--- src/rtl/sdram_chk_pkg.sv ---
package sdram_chk_pkg;

  typedef enum logic [2:0] {
    C_NOP, C_MRS, C_ACT, C_RD, C_WR, C_PRE, C_REF, C_BST
  } cmd_e;

  // Lower value = higher reporting priority
  typedef enum logic [3:0] {
    V_NONE      = 4'd0,
    V_MRD       = 4'd1,
    V_RFC       = 4'd2,
    V_RCD       = 4'd3,
    V_RAS       = 4'd4,
    V_RC        = 4'd5,
    V_RP        = 4'd6,
    V_RRD       = 4'd7,
    V_DPL       = 4'd8,
    V_ACT_OPEN  = 4'd9,
    V_RW_CLOSED = 4'd10,
    V_REF_OPEN  = 4'd11
  } viol_e;

  localparam int NUM_CODES = 12;

  function automatic cmd_e decode_cmd(input logic cs_n, input logic ras_n,
                                      input logic cas_n, input logic we_n);
    if (cs_n) return C_NOP;
    case ({ras_n, cas_n, we_n})
      3'b000:  return C_MRS;
      3'b011:  return C_ACT;
      3'b101:  return C_RD;
      3'b100:  return C_WR;
      3'b010:  return C_PRE;
      3'b001:  return C_REF;
      3'b110:  return C_BST;
      default: return C_NOP;
    endcase
  endfunction

  // A rule of N cycles blocks the N-1 cycles following the command
  function automatic int span_load(input int cycles);
    return (cycles > 0) ? cycles - 1 : 0;
  endfunction

endpackage

--- src/rtl/sdram_bank_track.sv ---
module sdram_bank_track #(
  parameter int CNT_W  = 6,
  parameter int AP_LAT = 2,
  parameter int T_DPL  = 2
) (
  input  logic             clk,
  input  logic             rst_n,
  input  logic [CNT_W-1:0] cfg_trcd,
  input  logic [CNT_W-1:0] cfg_tras,
  input  logic [CNT_W-1:0] cfg_trc,
  input  logic [CNT_W-1:0] cfg_trp,
  input  logic             act_i,
  input  logic             pre_i,
  input  logic             ap_i,
  input  logic             wdat_i,
  output logic             open_o,
  output logic             rcd_busy_o,
  output logic             ras_busy_o,
  output logic             rc_busy_o,
  output logic             rp_busy_o,
  output logic             dpl_busy_o
);
  import sdram_chk_pkg::*;

  localparam int RW = CNT_W + 2;

  logic          open_q;
  logic [RW-1:0] rcd_rem, ras_rem, rc_rem, rp_rem, dpl_rem;

  function automatic logic [RW-1:0] tick(input logic [RW-1:0] r);
    return (r != '0) ? r - 1'b1 : '0;
  endfunction

  always_ff @(posedge clk) begin
    if (!rst_n) begin
      open_q  <= 1'b0;
      rcd_rem <= '0;
      ras_rem <= '0;
      rc_rem  <= '0;
      rp_rem  <= '0;
      dpl_rem <= '0;
    end else begin
      rcd_rem <= act_i ? RW'(span_load(int'(cfg_trcd))) : tick(rcd_rem);
      ras_rem <= act_i ? RW'(span_load(int'(cfg_tras))) : tick(ras_rem);
      rc_rem  <= act_i ? RW'(span_load(int'(cfg_trc)))  : tick(rc_rem);
      if (ap_i)
        rp_rem <= RW'(span_load(int'(cfg_trp) + AP_LAT));
      else if (pre_i && open_q)
        rp_rem <= RW'(span_load(int'(cfg_trp)));
      else
        rp_rem <= tick(rp_rem);
      dpl_rem <= wdat_i ? RW'(span_load(T_DPL)) : tick(dpl_rem);
      if (act_i)              open_q <= 1'b1;
      else if (pre_i || ap_i) open_q <= 1'b0;
    end
  end

  assign open_o     = open_q;
  assign rcd_busy_o = (rcd_rem != '0);
  assign ras_busy_o = (ras_rem != '0);
  assign rc_busy_o  = (rc_rem  != '0);
  assign rp_busy_o  = (rp_rem  != '0);
  assign dpl_busy_o = (dpl_rem != '0);

  // an activate leaves the bank open
  p_act_opens_r12: assert property (@(posedge clk) disable iff (!rst_n)
    act_i |=> open_o);
  // closing an open bank by precharge arms its precharge window
  p_close_arms_rp_r6: assert property (@(posedge clk) disable iff (!rst_n)
    (pre_i && open_o && !act_i && !ap_i && cfg_trp > 1) |=> (!open_o && rp_busy_o));
  // auto-precharge closes the bank and arms the longer window
  p_ap_closes_r11: assert property (@(posedge clk) disable iff (!rst_n)
    (ap_i && (int'(cfg_trp) + AP_LAT > 1)) |=> (!open_o && rp_busy_o));
  // write data arms the write-to-precharge window
  p_wdat_arms_r10: assert property (@(posedge clk) disable iff (!rst_n)
    (wdat_i && T_DPL > 1) |=> dpl_busy_o);

endmodule

--- config.mk ---
export PLATFORM = sky130hd
export DESIGN_NAME = sdram_bank_track
export DESIGN_NICKNAME = d
export VERILOG_FILES = /design/src/rtl/sdram_chk_pkg.sv /design/src/rtl/sdram_bank_track.sv
export SDC_FILE = /design/constraint.sdc
export NUM_CORES = 1
export LEC_CHECK = 0
export BUFFER_PORTS_ARGS = -buffer_cell sky130_fd_sc_hd__buf_2
export CAP_MARGIN = 20
export CORE_ASPECT_RATIO = 0.5
export CORE_MARGIN = 2
export CORE_UTILIZATION = 63
export CTS_CLUSTER_DIAMETER = 80
export DETAILED_ROUTE_END_ITERATION = 10
export GPL_ROUTABILITY_DRIVEN = 0
export PLACE_DENSITY_LB_ADDON = 0.15
export SLEW_MARGIN = 15
export SYNTH_ARGS = -nofsm -noshare
export SYNTH_HDL_FRONTEND = slang
export SYNTH_SLANG_ARGS = --single-unit
--- constraint.sdc ---
create_clock -name clk -period 2.75 [get_ports clk]
set_input_delay 0.275 -clock clk [delete_from_list [all_inputs] [get_ports clk]]
set_output_delay 0.275 -clock clk [all_outputs]
set_load 0.005 [all_outputs]
### Yosys cells after proc, flatten, opt, wreduce, memory -nomap -nowiden

Index checks and enable logic that the tools add are counted.

* add/sub/neg operators: 11
* multipliers: 0
* div/mod/pow operators: 0
* $lt $le $gt $ge: 5
* eq/ne operators: 0
* shift operators: 0
* mux-type cells: 18
* bitwise operators: 2
* reductions and logical operators: 9

Operator list (number)
* 2-to-1 mux 8 bit: 14
* nonzero test 8 bit: 5
* subtractor 8 x 1 -> 8 bit, second input constant: 5
* subtractor 6 x 1 -> 7 bit, second input constant: 4
* > comparator 6 x 1 -> 1 bit, second input constant: 4
* subtractor 7 x 1 -> 8 bit, second input constant: 1
* adder 6 x 2 -> 7 bit, second input constant: 1
* > comparator 7 x 1 -> 1 bit, second input constant: 1
* 2-to-1 mux 1 bit: 4
* OR reduction 3 bit: 1
* NOT 1 bit: 2
* nonzero test 2 bit: 1
* logical AND 1 bit: 1
* logical OR 1 bit: 1

* flip-flop bits (word level): 41
* latch bits: 0
* RAM bits: 0
* memory bits (read-only): 0
* bits of input ports: 30
* output and inout bits: 6
* logic and storage cells: 52
* memories kept: 0

### Logic depth before layout (Yosys ltp)

Gate-level depths: netlist (run 1).

* depth after elaboration: 4
* mapped depth: 7
* depth with buffers taken out: 7

### Least setup slack after synthesis (run 1)

No wires, ideal clock.

* path type: input to register
* from: input port cfg_trp[0]
* to: register rp_rem[3]
* library setup time: 0.115 ns
* data arrival time: 1.634 ns
* required time: 2.635 ns
* path slack: 1.001 ns
* cell stages on the path: 7
* path buffers: 0
* path through: inv_1 ha_1 or4b_1 o21ai_0 o32a_1 o22ai_1 and2_1

* word-level cells in the longest chain between the ends: 4
* elaborated cells on any way between the ends: 9
* classes of those cells: add/sub: 3; order compare: 2; mux: 4

RTL lines
* from (decl): RTL line sdram_bank_track.sv:11 `input logic [CNT_W-1:0] cfg_trp,`
* adder 6 x 2 -> 7 bit (tied with other cells): RTL line sdram_bank_track.sv:47 `rp_rem <= RW'(span_load(int'(cfg_trp) + AP_LAT));`
* subtractor 7 x 1 -> 8 bit (tied with other cells): RTL line sdram_chk_pkg.sv:42 `return (cycles > 0) ? cycles - 1 : 0;`
* 2-to-1 mux 8 bit (on tied branches): RTL line sdram_chk_pkg.sv:42, sdram_bank_track.sv:48
* 2-to-1 mux 8 bit *: RTL line sdram_bank_track.sv:46 `if (ap_i)`
* to (signal assigned): RTL line sdram_bank_track.sv:47
* to (signal assigned): RTL line sdram_bank_track.sv:49 `rp_rem <= RW'(span_load(int'(cfg_trp)));`
* to (signal assigned): RTL line sdram_bank_track.sv:51 `rp_rem <= tick(rp_rem);`
* to (decl): RTL line sdram_bank_track.sv:28 `logic [RW-1:0] rcd_rem, ras_rem, rc_rem, rp_rem, dpl_rem;`

Every way passes the cells marked *; elsewhere a longest branch is shown, timed or not.
A chain may end at the register's enable or synchronous reset.

### Worst setup path in the final report (run 1)

* from: register rp_rem[3]
* to: output port rp_busy_o

* word-level cells in the longest chain between the ends: 1

RTL lines
* nonzero test 8 bit: RTL line sdram_bank_track.sv:62 `assign rp_busy_o = (rp_rem != '0);`
* to (decl): RTL line sdram_bank_track.sv:20 `output logic rp_busy_o,`

No other way between the ends.

==> metrics.md, run 1 <==
| Metric | Value |
|---|---|
| Synth Area in Compound Gates | 0.125 |
| Per-cell routed wire length | 14.4 um |
| Worst-path cell chain | or4_4, nor3_2, inv_1, buf_2 |
| Critical path's slowest cell | or4_4 |
| # fillers | 350 |
| Worst VDD drop | 0.240 mV |
| Slew Limit Fails | 0 |
| DP HPWL | 4900 um |
| DRT iter0 DRCs | 135 |
| Crit path launch type | register |
| Multi-input combinational cell area | 1910 sq um |
| Worst-path clk slew | 80 ps |
| Clock Path Buffers | 2 |
| Area after DPL | 3080 sq um |
| Share of flip-flops with an asynchronous set or reset | 0 |
| Die Y | 51.9 um |
| Slew headroom | 0.660 |
| Sum Neg Setup Slack | 0 ps |
| Synth area leaders | dfxtp_1 28%, xnor2_1 11%, ha_1 10% |
| FF+latch area | 821 sq um |
| H-tree depth | 2 |
| Max FO, Critical Path | 7 |
| Fin. Hold Viols | 0 |
| # IOs | 36 |
| Slew @ Worst Pin | 509 ps |
| RSZ-0062 raised after global routing | no |
| Total track usage | 0.264 |
| Vias in the first global route | 2462 |
| Largest family of logic cells by synthesized area | simple AND/OR/NAND/NOR gates |
| Post-Synth Adder-Cell Area | 0.0996 |
| Final Cycle Share | 0.770 |
| DRT Pass-1 Iters | 4 |
| First-pass GRT wire length | 10700 um |
| Antenna violations before repair | 0 |
| Ys Warns | 0 |
| Worst-skew pair later-pin latency | 290 ps |
| Routed Antenna Nets | 0 |
| Crit end category | output pin |
| Synth Area in XOR/XNOR | 0.145 |
| Synthesized area | 2890 sq um |
| Syn-to-layout area delta | 10.8% |
| Port Buffers | 35 |
| Mux share of post-synthesis cell area | 0.00736 |
| Largest net degree at the start of global routing | 37 |
| Simple-Gate Fraction of Synth Area | 0.283 |
| CTS tree | built |
| Hold Crit Class | in2reg |
| Fmax | 472 MHz |
| Setup CP Type | reg2out |
| Status | completed |
| Top FF cell, synth | dfxtp_1 |
| Antenna Cells | 0 |
| Post-CTS Resized | 0 |
| Register area share after synthesis | 0.284 |
| Layout net count | 435 |
| Via-to-Cell Ratio | 5.81 |
| Via count | 2556 |
| Total power | 1930 uW |
| CP top delay family | simple AND/OR/NAND/NOR gates |
| Hold_buf cts | 0 |
| Synth cell types | 46 |
| Most frequent cells in the layout | 41 x dfxtp_1, 37 x xnor2_1, 35 x buf_2 |
| # clock sinks | 41 |
| Finished Layout Cells | 440 |
| Crit-path max cell delay | 560 ps |
| Lkg Pwr | 0.00131 uW |
| Power Density | 603 nW/um^2 |
| Core area | 4400 sq um |
| Post-synth top area share | 0.284 |
| Inst Count DP | 432 |
| Share of cells above drive strength 1 | 0.136 |
| Final WL | 6350 um |
| Synth area leader | dfxtp_1 |
| Number of cell rows | 17 |
| Mapped Cells | 353 |
| Die ar. | 5180 sq um |
| Initial Util | 0.656 |
| Endpoints failing setup | 0 |
| Maxcap violations | 0 |
| Arrival time at the worst endpoint | 1840 ps |
| Bufs and invs on worst path | 2 |
| Post-Syn Nets | 406 |
| CP required | 2480 ps |
| Fin crit period | 2120 ps |
| Num CTS Buffers | 5 |
| Yosys reg bits | 41 |
| Remaining DRCs | 0 |
| Clock Skew | 10.0 ps |
| Die Width | 99.8 um |
| Setup Fix Bufs, Post-CTS | 0 |
| Most common cell after layout, fill and taps aside | dfxtp_1 |
| GRT overflow | 0 |
| Root buffer cell | clkbuf_8 |
| Number of synthesized flops with an enable pin | 0 |
| Final non-filler cell area | 3200 sq um |
| Syn Area/Cell | 8.19 sq um |
[routing by layer]
metal / wire, um / vias to the layer above / global-route usage
met5: 0 / - / 0
met3: 340 / 9 / 0.0390
li1: - / 1282 / -
met1: 2730 / 1183 / 0.303
met4: 80 / 0 / 0.110
met2: 3200 / 82 / 0.502
[synth_stat cells (2+ instances only)]
master    count
dfxtp_1      41
xnor2_1      37
inv_1        28
nor2_1       28
and2_1       27
ha_1         23
o22ai_1      21
nand2_1      19
nor3_1       11
xor2_1       11
a21oi_1       9
nor4_1        9
o21ai_0       9
clkbuf_1      8
nor4b_1       6
nand3_1       5
nor2b_1       5
buf_2         4
nand4_1       4
nor3b_1       4
o31ai_1       4
or3_1         4
and3_1        3
nand2b_1      3
nor4b_2       3
or4_1         3
a21boi_0      2
o32a_1        2
or2_2         2
or4b_1        2
[cell type report]
type | instances | share of cell area
repair buffers | 35 | 0.0547
clock buffers | 6 | 0.0258
flip-flops and latches | 41 | 0.256
well taps | 57 | 0.0223
multi-input cells | 271 | 0.596
clock inverters | 2 | 0.0117
inverters | 28 | 0.0328
[stage by stage]
step | utilization | setup WS (ps) | hold slack [ps]
after global routing | 0.727 | 520 | 271
after detailed placement | 0.700 | 673 | 467
after CTS | 0.727 | 626 | 233
after global placement | 0.700 | 769 | 456
after floorplan | - | 1000 | 414
final | 0.727 | 632 | 236
[where the power goes]
group	switching, uW	internal (uW)
Clock	210	295
Combinational	352	330
Sequential	71.3	671
[cell families after synthesis]
logic type	Yosys count
AND/OR/NAND/NOR	142
AO/OA/AOI/OAI	56
XOR/XNOR	48
buffers and inverters	41
flip-flops	41
adder cells (fa/ha/maj)	23
multiplexers	2
[flip-flops by register name (all words and copies together) (netlist names)]
| register | count |
|---|---|
| rc_rem | 8 |
| ras_rem | 8 |
| dpl_rem | 8 |
| rp_rem | 8 |
| open_o | 1 |
| rcd_rem | 8 |
[worst min-delay path: stages]
cell	delay, ps
buf_2	90
a21oi_1	40
nor2b_1	90
[final timing paths]
check / start / cells past startpoint / end / slack, ps
max reg2reg: rp_rem[3]$_SDFF_PN0_ / 5 / rp_rem[3]$_SDFF_PN0_ / 810
min: wdat_i / 3 / dpl_rem[0]$_SDFF_PN0_ / 240
min reg2reg: dpl_rem[3]$_SDFF_PP0_ / 2 / dpl_rem[3]$_SDFF_PP0_ / 480
max: rp_rem[3]$_SDFF_PN0_ / 4 / rp_busy_o / 630
Note: power is estimated with default switching activity, not from simulation.
==> inputs of run 2 (changes only) <==
- CORE_UTILIZATION: 63 -> 53
- clock period: 2.75 -> 1.8 ns (I/O delays scaled with it)
==> run 2 against run 1 <==
Against the previous run:
- the flow now finishes with violations (setup timing)
- sequential power increased by 55%
- non-clock buffer count increased by 28
- hold slack got worse by 89 ps
- clock-buffer cell count decreased by 1
- utilization decreased by 3.1 points
- routed wire length increased by 5.1%
- die area increased by 18%
- clock power increased by 18%
- sequential share of layout area decreased by 2.1 points
- largest cell class unchanged
==> metrics.md, run 2 (same netlist as run 1, synthesis figures left out) <==
| Metric | Value |
|---|---|
| Max FO, Critical Path | 2 |
| Root buffer cell | clkbuf_8 |
| Layout net count | 463 |
| Syn-to-layout area delta | 22.6% |
| Fin crit period | 1870 ps |
| Die ar. | 6100 sq um |
| Reg2Reg Depth | 7 |
| Final Cycle Share | 1.04 |
| Final WL | 6670 um |
| DRT Pass-1 Iters | 4 |
| H-tree depth | 2 |
| Launch point of the critical path | rcd_rem[2]$_SDFF_PN0_ |
| Most frequent cells in the layout | 37 x xnor2_1, 34 x buf_2, 33 x dfxtp_1 |
| CTS tree | built |
| Num CTS Buffers | 5 |
| Hold Crit Class | in2reg |
| # clock sinks | 41 |
| Power Density | 847 nW/um^2 |
| Number of cell rows | 18 |
| Hold Path Stages | 3 |
| GRT overflow | 0 |
| Total track usage | 0.221 |
| Clock Path Buffers | 2 |
| Die Width | 108 um |
| Total power | 3000 uW |
| # fillers | 419 |
| Fmax | 535 MHz |
| FF+latch area | 833 sq um |
| Slew @ Worst Pin | 446 ps |
| Slew Limit Fails | 0 |
| CP required | 1620 ps |
| Routed Antenna Nets | 0 |
| Arrival time at the worst endpoint | 1690 ps |
| Reg-to-Reg Start | rp_rem[3]$_SDFF_PN0_ |
| RSZ-0062 raised after global routing | yes |
| Crit path launch type | register |
| Worst-skew pair later-pin latency | 300 ps |
| Antenna violations before repair | 0 |
| Endpoints failing setup | 9 |
| Vias in the first global route | 2581 |
| Status | complete, but fails checks |
| Per-cell routed wire length | 13.9 um |
| Worst-path clk slew | 80 ps |
| Hold WS | 147 ps |
| # IOs | 36 |
| Fin. Hold Viols | 0 |
| Setup WS post-layout | -69.9 ps |
| DP HPWL | 4880 um |
| Die Y | 56.2 um |
| Failing checks | setup timing |
| R2R setup slack | -20 ps |
| DRT iter0 DRCs | 102 |
| Maxcap violations | 0 |
| First-pass GRT wire length | 10900 um |
| Via-to-Cell Ratio | 5.47 |
| Worst VDD drop | 0.442 mV |
| Core area | 5090 sq um |
| Share of cells above drive strength 1 | 0.255 |
| Initial Util | 0.568 |
| RR Endpoint | rp_rem[5]$_SDFF_PN0_ |
| Slew headroom | 0.703 |
| Most common cell after layout, fill and taps aside | xnor2_1 |
| Setup CP Type | reg2out |
| Hold Startpoint | wdat_i |
| Clock Skew | 9.66 ps |
| Port Buffers | 35 |
| Remaining DRCs | 0 |
| Via count | 2630 |
| Largest net degree at the start of global routing | 21 |
| Crit end category | output pin |
| Antenna Cells | 0 |
| Final Util | 0.696 |
| Multi-input combinational cell area | 2030 sq um |
| Hold Path End | dpl_rem[0]$_SDFF_PN0_ |
| Lkg Pwr | 0.00147 uW |
[run 2: per-stage QoR]
stage	setup TNS (ps)	area, sq um	instances	setup slack [ps]
after CTS	-311	3430	479	-114
after detailed placement	-271	3250	465	-41.3
final	-214	3540	481	-69.9
after global placement	0	3250	465	5.89
after global routing	-1380	3540	481	-119
after floorplan	0	2890	353	54.3
[run 2: worst max path at each step]
stage,to,slack (ps),depth (start not counted)
6_report,rcd_busy_o,-70,5
5_1_grt,rp_busy_o,-120,5
4_1_cts,rcd_busy_o,-110,5
3_5_place_dp,rcd_rem[6]$_SDFF_PN0_,-40,5
3_3_place_gp,rcd_rem[6]$_SDFF_PN0_,6,5
2_1_floorplan,rp_rem[7]$_SDFF_PN0_,50,5
[run 2: area by class of cell]
class	count	share of cell area
inverter	28	0.0297
tap	70	0.0247
clock buffer	5	0.0194
multi-input combinational	271	0.573
sequential	41	0.235
timing repair buffer	63	0.113
clock inverter	3	0.00495
[run 2: what timing repair did]
item                       4_1_cts  5_1_grt
setup endpoints to repair       13       26
gates cloned                     0        0
resized for setup               10       27
setup buffers                    6        2
pin swaps                        6       10
hold buffers                     0        0
[run 2: critical path, stage by stage (launching register included)]
cell,delay [ps]
dfxtp_2,330
or4_4,560
nor4b_4,230
buf_4,150
inv_2,30
buf_6,100
[run 2: per-layer routing]
| metal | track usage | part of all wire | vias to the layer above |
|---|---|---|---|
| met4 | 0.0751 | 0.0097 | 0 |
| met1 | 0.250 | 0.45 | 1244 |
| met2 | 0.416 | 0.51 | 49 |
| met3 | 0.0398 | 0.036 | 7 |
| li1 | - | - | 1330 |
| met5 | 0 | 0 | - |
[run 2: report_power, final]
group          total [uW]  internal (uW)  switching, uW
sequential           1150           1030            116
combinational        1260            670            591
clock                 595            268            328
total                3000           1970           1030
